File: config.mk
export PLATFORM = sky130hd
export DESIGN_NAME = updown_lfsr_agen
export DESIGN_NICKNAME = d
export VERILOG_FILES = /design/src/rtl/ulfsr_pkg.sv /design/src/rtl/ulfsr_step.sv /design/src/rtl/ulfsr_shifter.sv /design/src/rtl/ulfsr_pass_ctl.sv /design/src/rtl/updown_lfsr_agen.sv
export SDC_FILE = /design/constraint.sdc
export NUM_CORES = 1
export LEC_CHECK = 0
export ABC_AREA = 1
export BUFFER_PORTS_ARGS = -buffer_cell sky130_fd_sc_hd__clkbuf_2
export CORE_MARGIN = 10
export CORE_UTILIZATION = 50
export CTS_BUF_LIST = sky130_fd_sc_hd__clkbuf_16
export DETAILED_ROUTE_END_ITERATION = 10
export PLACE_DENSITY = 0.71
export REMOVE_ABC_BUFFERS = 1
export SYNTH_ARGS = -nofsm -noshare
export SYNTH_HDL_FRONTEND = slang
export SYNTH_HIERARCHICAL = 1
export SYNTH_SLANG_ARGS = --single-unit
File: constraint.sdc
create_clock -name clk -period 2.7 [get_ports clk]
set_clock_uncertainty 0.15 [all_clocks]
set_input_delay 0.81 -clock clk [delete_from_list [all_inputs] [get_ports clk]]
set_output_delay 0.81 -clock clk [all_outputs]
set_load 0.05 [all_outputs]
File: src/rtl/ulfsr_pkg.sv
// Package: shared constants for the bidirectional complete-cycle address generator.
// Assumes the address width lies in 2..11; other widths fall back to the 4-bit taps.
package ulfsr_pkg;

    // Lower feedback taps (bits 0..N-2) of a primitive polynomial for a left-shifting register
    function automatic logic [31:0] tap_mask(int unsigned width);
        case (width)
            2:       return 32'h0000_0001;
            3:       return 32'h0000_0002;
            4:       return 32'h0000_0004;
            5:       return 32'h0000_0004;
            6:       return 32'h0000_0010;
            7:       return 32'h0000_0020;
            8:       return 32'h0000_0038;
            9:       return 32'h0000_0010;
            10:      return 32'h0000_0040;
            11:      return 32'h0000_0100;
            default: return 32'h0000_0004;
        endcase
    endfunction

endpackage

File: src/rtl/ulfsr_step.sv
// Module: ulfsr_step
// Computes the forward and the reverse successor of an address in a single
// complete-cycle feedback shift sequence. The forward step shifts left and
// appends the feedback bit. The feedback is inverted when the low N-1 bits are
// zero, which splices the all-zero state into the maximal cycle. The reverse
// step shifts right and rebuilds the dropped MSB from the same taps, so it is
// the exact inverse of the forward step.
// Assumes N >= 2 and a primitive tap set from ulfsr_pkg.
module ulfsr_step #(
    parameter int N = 4
) (
    input  logic [N-1:0] cur,
    output logic [N-1:0] nxt_up,
    output logic [N-1:0] nxt_dn
);
    import ulfsr_pkg::*;

    localparam logic [31:0]  TAP_WORD = tap_mask(N);
    localparam logic [N-2:0] TAPS     = TAP_WORD[N-2:0];

    logic [N-2:0] low_bits;
    logic [N-2:0] high_bits;
    logic         fb_fwd;
    logic         msb_rev;

    // Forward step: feedback from the MSB and taps, corrected at the zero splice
    always_comb begin
        low_bits = cur[N-2:0];
        fb_fwd   = cur[N-1] ^ (^(low_bits & TAPS)) ^ (low_bits == '0);
        nxt_up   = {low_bits, fb_fwd};
    end

    // Reverse step: recover the MSB that the forward step shifted out
    always_comb begin
        high_bits = cur[N-1:1];
        msb_rev   = cur[0] ^ (^(high_bits & TAPS)) ^ (high_bits == '0);
        nxt_dn    = {msb_rev, high_bits};
    end

endmodule

File: src/rtl/ulfsr_shifter.sv
// Module: ulfsr_shifter
// Serialises the current address MSB first over N enabled cycles and flags
// the cycle of the last bit. Assumes the caller changes the address only on
// the cycle after last_bit was high with en set.
module ulfsr_shifter #(
    parameter int N = 4
) (
    input  logic         clk,
    input  logic         rst_n,
    input  logic         run,
    input  logic         en,
    input  logic [N-1:0] addr,
    output logic         scan_out,
    output logic         last_bit
);
    localparam int IW = (N > 2) ? $clog2(N) : 1;
    localparam logic [IW-1:0] LAST_IDX = IW'(N - 1);

    logic [IW-1:0] bit_idx;
    logic [N-1:0]  aligned;

    // Bit position counter: advances on every enabled running cycle, wraps after the LSB
    always_ff @(posedge clk) begin
        if (!rst_n) begin
            bit_idx <= '0;
        end else if (run && en) begin
            bit_idx <= (bit_idx == LAST_IDX) ? '0 : bit_idx + 1'b1;
        end
    end

    // Output selection: present the bit under the counter, silent while idle
    always_comb begin
        aligned  = addr << bit_idx;
        scan_out = run & aligned[N-1];
        last_bit = run & (bit_idx == LAST_IDX);
    end

    AST_SINGLE_LAST: assert property (@(posedge clk) disable iff (!rst_n)
        (last_bit && en) |=> !last_bit) else $error("last bit repeated");

endmodule

File: src/rtl/ulfsr_pass_ctl.sv
// Module: ulfsr_pass_ctl
// Tracks the run state, the address count within a pass and the pass direction.
// The direction input is sampled when a run starts and on the last address of
// each pass, and dir_next gives the direction for the upcoming address step.
// Assumes step pulses only while running.
module ulfsr_pass_ctl #(
    parameter int N = 4
) (
    input  logic clk,
    input  logic rst_n,
    input  logic start,
    input  logic dir_down,
    input  logic step,
    output logic run,
    output logic pass_last,
    output logic dir_next
);
    logic [N-1:0] addr_cnt;
    logic         pass_dir;

    // Run, count and direction state: start arms the run, steps count addresses
    always_ff @(posedge clk) begin
        if (!rst_n) begin
            run      <= 1'b0;
            addr_cnt <= '0;
            pass_dir <= 1'b0;
        end else if (start && !run) begin
            run      <= 1'b1;
            addr_cnt <= '0;
            pass_dir <= dir_down;
        end else if (step) begin
            addr_cnt <= addr_cnt + 1'b1;
            if (pass_last) begin
                pass_dir <= dir_down;
            end
        end
    end

    // Boundary decode and direction for the step about to be taken
    always_comb begin
        pass_last = run & (addr_cnt == '1);
        dir_next  = pass_last ? dir_down : pass_dir;
    end

    AST_DIR_HELD_MID_PASS: assert property (@(posedge clk) disable iff (!rst_n)
        (run && !(step && pass_last)) |=> $stable(pass_dir)) else $error("direction moved mid pass");

    AST_STEP_ONLY_RUNNING: assert property (@(posedge clk) disable iff (!rst_n)
        step |-> run) else $error("step while idle");

endmodule

File: src/rtl/updown_lfsr_agen.sv
// Module: updown_lfsr_agen (top)
// Serial address generator for memory self-test. It holds the current address,
// steps it forward or backward through a complete 2^N cycle after each address
// has been shifted out, and flags the end of every pass of 2^N addresses.
// Assumes N in 2..11; SEED is the first address emitted after reset and start.
module updown_lfsr_agen #(
    parameter int          N    = 4,
    parameter logic [N-1:0] SEED = '0
) (
    input  logic         clk,
    input  logic         rst_n,
    input  logic         en,
    input  logic         dir_down,
    input  logic         start,
    output logic         scan_out,
    output logic [N-1:0] addr_par,
    output logic         addr_valid,
    output logic         end_of_seq
);
    logic [N-1:0] cur_addr;
    logic [N-1:0] nxt_up;
    logic [N-1:0] nxt_dn;
    logic         run;
    logic         last_bit;
    logic         pass_last;
    logic         dir_next;

    ulfsr_step #(.N(N)) u_step (
        .cur    (cur_addr),
        .nxt_up (nxt_up),
        .nxt_dn (nxt_dn)
    );

    ulfsr_shifter #(.N(N)) u_shift (
        .clk      (clk),
        .rst_n    (rst_n),
        .run      (run),
        .en       (en),
        .addr     (cur_addr),
        .scan_out (scan_out),
        .last_bit (last_bit)
    );

    ulfsr_pass_ctl #(.N(N)) u_pass (
        .clk       (clk),
        .rst_n     (rst_n),
        .start     (start),
        .dir_down  (dir_down),
        .step      (addr_valid),
        .run       (run),
        .pass_last (pass_last),
        .dir_next  (dir_next)
    );

    // Completion strobes: an address is done when its last bit is shifted with en high
    always_comb begin
        addr_valid = run & en & last_bit;
        end_of_seq = addr_valid & pass_last;
        addr_par   = cur_addr;
    end

    // Address register: load the seed in reset, step once per completed address
    always_ff @(posedge clk) begin
        if (!rst_n) begin
            cur_addr <= SEED;
        end else if (addr_valid) begin
            cur_addr <= dir_next ? nxt_dn : nxt_up;
        end
    end

    AST_REV_UNDOES_FWD: assert property (@(posedge clk) disable iff (!rst_n)
        (addr_valid && !dir_next) |=> (nxt_dn == $past(cur_addr))) else $error("reverse step not inverse");

    AST_FWD_UNDOES_REV: assert property (@(posedge clk) disable iff (!rst_n)
        (addr_valid && dir_next) |=> (nxt_up == $past(cur_addr))) else $error("forward step not inverse");

    AST_ADDR_ALWAYS_NEW: assert property (@(posedge clk) disable iff (!rst_n)
        addr_valid |=> (addr_par != $past(addr_par))) else $error("address repeated");

    AST_EOS_WITH_VALID: assert property (@(posedge clk) disable iff (!rst_n)
        end_of_seq |-> addr_valid) else $error("end flag without valid");

    AST_STALL_HOLDS: assert property (@(posedge clk) disable iff (!rst_n)
        (run && !en) |=> ($stable(addr_par) && $stable(scan_out))) else $error("stall moved output");

    AST_IDLE_QUIET: assert property (@(posedge clk) disable iff (!rst_n)
        !run |-> (!scan_out && !addr_valid && addr_par == SEED)) else $error("idle output active");

endmodule

==> results.cfg, run 1 <==
[outcome]
outcome = finished clean

[timing]
report.final.slew_viol_count = 0
setup_viol_count_final = 0
period_share = 0.928
worst_slew_pin_slew_ns = 0.287
grt_setup_unrepaired = false
setup_tns_ns = 0
final_min_period_ns = 2.51
final_hold_viol_count = 0
fmax_mhz = 399
relSlewSlack = 0.809

[synth]
netlist.top_cell.by_area = sky130_fd_sc_hd__dfxtp_1
syn_inst = 130
netlist-cell-type-count = 22
synth-edff-count = 0
synth.area.top_cells = sky130_fd_sc_hd__dfxtp_1, sky130_fd_sc_hd__nand2_1, sky130_fd_sc_hd__inv_1, sky130_fd_sc_hd__buf_4, sky130_fd_sc_hd__nor2_1
synthMostInstantiatedCell = sky130_fd_sc_hd__nand2_1
synth.cells.most_frequent = sky130_fd_sc_hd__nand2_1, sky130_fd_sc_hd__inv_1, sky130_fd_sc_hd__nor2_1
mappedNetlistArea_um2 = 805
ys_seq_area_frac = 0.299
ys_dominant_reg_cell = sky130_fd_sc_hd__dfxtp_1
synth.avg_cell_area_um2 = 6.19
asyncSetResetFlopFracSynth = 0
synth_top_area_frac = 0.299
count_of_state_elements_after_synthesis = 12
yosys_warnings = 6

[die]
die_width_um = 60.1
floorplan.initialDensity = 0.534
num_rows = 14
floorplan.die_area_um2 = 3610
design.portCount = 12
floorplan.die.height_um = 60.1
fp.coreArea_um2 = 1510

[setup_path]
r2r_slack_ns = 0.98
type_of_origin_of_the_critical_path = flop
cpMaxStageDelayCell = sky130_fd_sc_hd__dfxtp_1
cp_slowest_stage_delay_ns = 0.41
timing.critical_path.required_ns = 1.74
path_cells = ha_1, nand2_1, inv_1, nand3_4, nor2_1, clkbuf_2
critical_path.endpoint_type = output pin
critical_path_arrival_ns = 1.55
critical_path.max_fanout = 10
crit_type = flop to output pin

[flow_run]
max_cap_viol_count = 0

[detailed_routing]
detailedRoute.firstPassIterationCount = 4
wl_um = 1530
detailroute.via_count = 715
via_per_inst = 4.64
drcViolationCount = 0
post_drt_wl_per_cell_um = 9.94
count_of_nets_left_with_antenna_violations_after_detail_routing = 0
drt-initial-drc-count = 10

[global_route]
grt_max_degree = 11
first_global_vias = 651
first_pass_grt_wire_length_um = 2730
antenna_violations_before_repair = 0
met1_usage = 0.105
grt_use_total = 0.0993
overflow = 0
met2_usage_in_global_routing = 0.150
grt-busiest-layer = met2
grt_use_met3 = 0.0572

[clock_tree]
cts_sinks = 12
cts_max_path_buffers = 2
clock-root-buffer = sky130_fd_sc_hd__clkbuf_16
insertion_delay_ns = 0.24
post_cts.repair.setup_buffers = 0
tritoncts_clock_tree = built
post_cts_resize_count = 0
hold_buffers = 0
ctsHtreeMaxLevel = 1
cts_made_buffers = 3
path_clk_slew_ns = 0.04

[placement]
buffer_ports.inserted = 11
post-place-cells = 150
half_perimeter_wire_length_of_the_detailed_placement_result_um = 1190
place_congestion = 0.793

[power_and_ir_drop]
power.switching_fraction = 0.209
cellPowerDensity_nw_per_um2 = 543
power.combinational.fraction = 0.067
clkPwrFrac = 0.552
vdd_ir_drop_max_uv = 536
leakage_nw = 0.461
switching_power_w = 0.000103
p_int_w = 0.000389
sequential_share_of_power = 0.381

[cells_and_area]
fin_cells = 154
layout.area.seq_um2 = 240
design.final.nets = 146
drive_gt1_frac = 0.188
n_fill_cell = 141
diodes = 0
multi_input_comb_area_um2 = 410
synthToLayoutAreaGrowth_pct = 12.6

[worst_hold_path]
worst_hold_path_type = flop to flop
[power by group through the flow]
| stage | Clock, W | Combinational (W) | Sequential, W |
|---|---|---|---|
| 2_1_floorplan | 0 | 0.0000228 | 0.000190 |
| 5_1_grt | 0.000287 | 0.0000374 | 0.000188 |
| 4_1_cts | 0.000280 | 0.0000333 | 0.000187 |
| 3_3_place_gp | 0 | 0.0000325 | 0.000190 |
| 6_report | 0.000271 | 0.0000329 | 0.000187 |
| 3_5_place_dp | 0 | 0.0000332 | 0.000191 |
[area by class of cell]
cell class | count | area share
repair buffers | 13 | 0.0773
well taps | 16 | 0.0221
clock inverters | 1 | 0.00414
inverters | 23 | 0.0953
multi-input cells | 86 | 0.453
clock buffers | 3 | 0.0829
flip-flops and latches | 12 | 0.265
[critical path, delay by kind of cell (launching register included)]
kind | cells | cell delay [ns]
flops | 1 | 0.41
buf+inv | 2 | 0.38
simple gates | 3 | 0.30
fa+ha+maj | 1 | 0.20
[flip-flops by register name (all words and copies together), names as in the netlist]
| name | count |
|---|---|
| u_pass/run | 1 |
| u_pass/addr_cnt | 4 |
| u_shift/bit_idx | 2 |
| addr_par | 4 |
| u_pass/pass_dir | 1 |
[cell families after synthesis]
family          after synthesis  share of synthesized area
xor+xnor                      1                     0.0109
buf+inv                      32                      0.191
fa+ha+maj                     2                     0.0311
simple gates                 71                      0.381
flops                        12                      0.299
compound gates               12                     0.0871
[layout by cell type, fill, tap and decap left out, types with 3 or more instances in the layout]
master / synthesis / final
sky130_fd_sc_hd__clkbuf_2: 0 / 11
sky130_fd_sc_hd__nand2_1: 45 / 45
sky130_fd_sc_hd__nand3_1: 4 / 4
sky130_fd_sc_hd__a21oi_1: 5 / 5
sky130_fd_sc_hd__o21ai_0: 4 / 4
sky130_fd_sc_hd__clkbuf_16: 0 / 3
sky130_fd_sc_hd__inv_2: 3 / 3
sky130_fd_sc_hd__nor2_1: 13 / 13
sky130_fd_sc_hd__inv_1: 20 / 20
sky130_fd_sc_hd__dfxtp_1: 12 / 12
[layer usage]
layer  vias up  wire [µm]
met1       298        695
met3         5        118
met2        12        677
li1        400          -
met4         0         39
met5         -          0
[final timing paths]
kind,startpoint,endpoint,depth (start not counted)
min reg2reg,u_pass/addr_cnt[1],u_pass/addr_cnt[1],2
max reg2reg,u_shift/bit_idx[0],u_pass/addr_cnt[3],9
min,u_pass/addr_cnt[1],u_pass/addr_cnt[1],2
max,u_shift/bit_idx[0],end_of_seq,6
[per-stage QoR]
step / total power [W] / cell area, µm² / utilization / hold WS (ns) / setup WS, ns
after floorplan: 0.000213 / 737 / - / 0.308 / 0.0146
after global routing: 0.000513 / 906 / 0.601 / 0.362 / 0.0423
after global placement: 0.000223 / 827 / 0.549 / 0.325 / 0.290
after CTS: 0.000501 / 906 / 0.601 / 0.339 / 0.176
after detailed placement: 0.000224 / 827 / 0.549 / 0.333 / 0.286
final: 0.000492 / 906 / 0.601 / 0.333 / 0.194
Note: power is estimated with default switching activity, not from simulation.
==> run 2, diff against run 1 <==
CTS_BUF_LIST = sky130_fd_sc_hd__clkbuf_8   (was sky130_fd_sc_hd__clkbuf_16)
PLACE_DENSITY = 0.74   (was 0.71)
==> results.cfg, run 2 (synthesis gave the netlist of run 1 again) <==
[outcome]
outcome = finished clean

[placement]
place_congestion = 0.768
buffer_ports.inserted = 11
half_perimeter_wire_length_of_the_detailed_placement_result_um = 1240
detailed_place.area_um2 = 820

[detailed_routing]
drcViolationCount = 0
via_per_inst = 4.75
drt-initial-drc-count = 8
wl_um = 1600
detailroute.via_count = 727
detailedRoute.firstPassIterationCount = 4
post_drt_wl_per_cell_um = 10.5
count_of_nets_left_with_antenna_violations_after_detail_routing = 0

[power_and_ir_drop]
switching_power_w = 0.0000930
leakage_nw = 0.445
p_int_w = 0.000322
clkPwrFrac = 0.470
vdd_ir_drop_max_uv = 292
cellPowerDensity_nw_per_um2 = 475
power.switching_fraction = 0.224
power.combinational.fraction = 0.080
sequential_share_of_power = 0.451

[worst_hold_path]
worst_hold_path_type = flop to flop
worst_hold_path.num_cells = 2

[clock_tree]
post_cts.repair.setup_buffers = 0
ctsHtreeMaxLevel = 1
clock-root-buffer = sky130_fd_sc_hd__clkbuf_8
insertion_delay_ns = 0.24
cts_max_path_buffers = 2
hold_buffers = 0
cts_sinks = 12
path_clk_slew_ns = 0.05
tritoncts_clock_tree = built
post_cts_resize_count = 0
cts_made_buffers = 3

[cells_and_area]
final_cell_mix = sky130_fd_sc_hd__nand2_1, sky130_fd_sc_hd__inv_1, sky130_fd_sc_hd__nor2_1, sky130_fd_sc_hd__dfxtp_1, sky130_fd_sc_hd__clkbuf_2
drive_gt1_frac = 0.190
diodes = 0
mostFrequentLayoutCell = sky130_fd_sc_hd__nand2_1
stdcell_area_um2 = 875
synthToLayoutAreaGrowth_pct = 8.71
design.final.nets = 145

[timing]
setup_tns_ns = 0
period_share = 0.934
setup_viol_count_final = 0
relSlewSlack = 0.798
fmax_mhz = 397
final_hold_viol_count = 0
final_min_period_ns = 2.52
grt_setup_unrepaired = false
report.final.slew_viol_count = 0
worst_slew_pin_slew_ns = 0.302

[setup_path]
type_of_origin_of_the_critical_path = flop
cp_slowest_stage_delay_ns = 0.42
worstRegToRegCells = 9
critical_path.endpoint_type = output pin
critical_path_arrival_ns = 1.56
crit_type = flop to output pin
path_buf_inv = 2
critical_path_depth = 6
timing.critical_path.required_ns = 1.74
path_cells = ha_1, nand2_1, inv_1, nand3_4, nor2_1, clkbuf_2
cpMaxStageDelayCell = sky130_fd_sc_hd__dfxtp_1
critical_path.max_fanout = 10
worst_path_dominant_cell_family = flip-flops

[global_route]
grt_use_total = 0.0959
first_pass_grt_wire_length_um = 2700
antenna_violations_before_repair = 0
grt_max_degree = 11
overflow = 0
first_global_vias = 639

[die]
design.portCount = 12
floorplan.die_area_um2 = 3610
floorplan.die.height_um = 60.1
die_width_um = 60.1
fp.coreArea_um2 = 1510
num_rows = 14
floorplan.initialDensity = 0.534

[flow_run]
max_cap_viol_count = 0
[run 2: cell types whose count changed in the layout (fill, tap and decap cells not counted), sizes merged]
cell    previous run  this run
clkbuf            14        15
clkinv             1         0
buf                2         1
[run 2: per-layer routing]
metal / part of all wire / track usage
met5: 0 / 0
met4: 0.026 / 0.0673
met3: 0.048 / 0.0275
met2: 0.47 / 0.147
met1: 0.46 / 0.111
[run 2: worst paths after layout]
check / slack (ns) / end / from
worst max-delay path: 0.18 / end_of_seq / u_shift/bit_idx[0]
worst min-delay path: 0.34 / u_pass/addr_cnt[1] / u_pass/addr_cnt[1]
worst max register to register: 0.95 / u_pass/addr_cnt[3] / u_shift/bit_idx[0]
worst min register to register: 0.34 / u_pass/addr_cnt[1] / u_pass/addr_cnt[1]
[run 2: power by group through the flow]
stage | clock (W) | combinational [W] | sequential, W
CTS | 0.000199 | 0.0000332 | 0.000187
floorplan | 0 | 0.0000228 | 0.000190
global placement | 0 | 0.0000320 | 0.000190
detailed placement | 0 | 0.0000329 | 0.000191
finish | 0.000195 | 0.0000331 | 0.000187
global route | 0.000208 | 0.0000369 | 0.000187
[run 2: final cells by class]
type	count	area, µm²
fill	148	632
multi-input combinational	86	410
sequential	12	240
inverter	23	86.3
timing repair buffer	12	62.6
clock buffer	4	55.1
tap	16	20.0
[run 2: worst register-to-register path, stage by stage (launching register included)]
cell,delay [ns]
sky130_fd_sc_hd__dfxtp_1,0.42
sky130_fd_sc_hd__ha_1,0.21
sky130_fd_sc_hd__nand2_1,0.05
sky130_fd_sc_hd__inv_1,0.10
sky130_fd_sc_hd__nand3_4,0.13
sky130_fd_sc_hd__inv_1,0.11
sky130_fd_sc_hd__buf_4,0.15
sky130_fd_sc_hd__nand4_1,0.11
sky130_fd_sc_hd__xor2_1,0.16
sky130_fd_sc_hd__nor2_1,0.05
[run 2: stage by stage]
stage                     worst slack, ns  hold slack (ns)  power, W   util  cells
after global placement              0.287            0.314  0.000222  0.544    149
final                               0.179            0.339  0.000415  0.581    153
after CTS                           0.165            0.336  0.000420  0.581    153
after global routing               0.0320            0.356  0.000432  0.581    153
after detailed placement            0.271            0.331  0.000224  0.544    149
after floorplan                    0.0146            0.308  0.000213      -    121
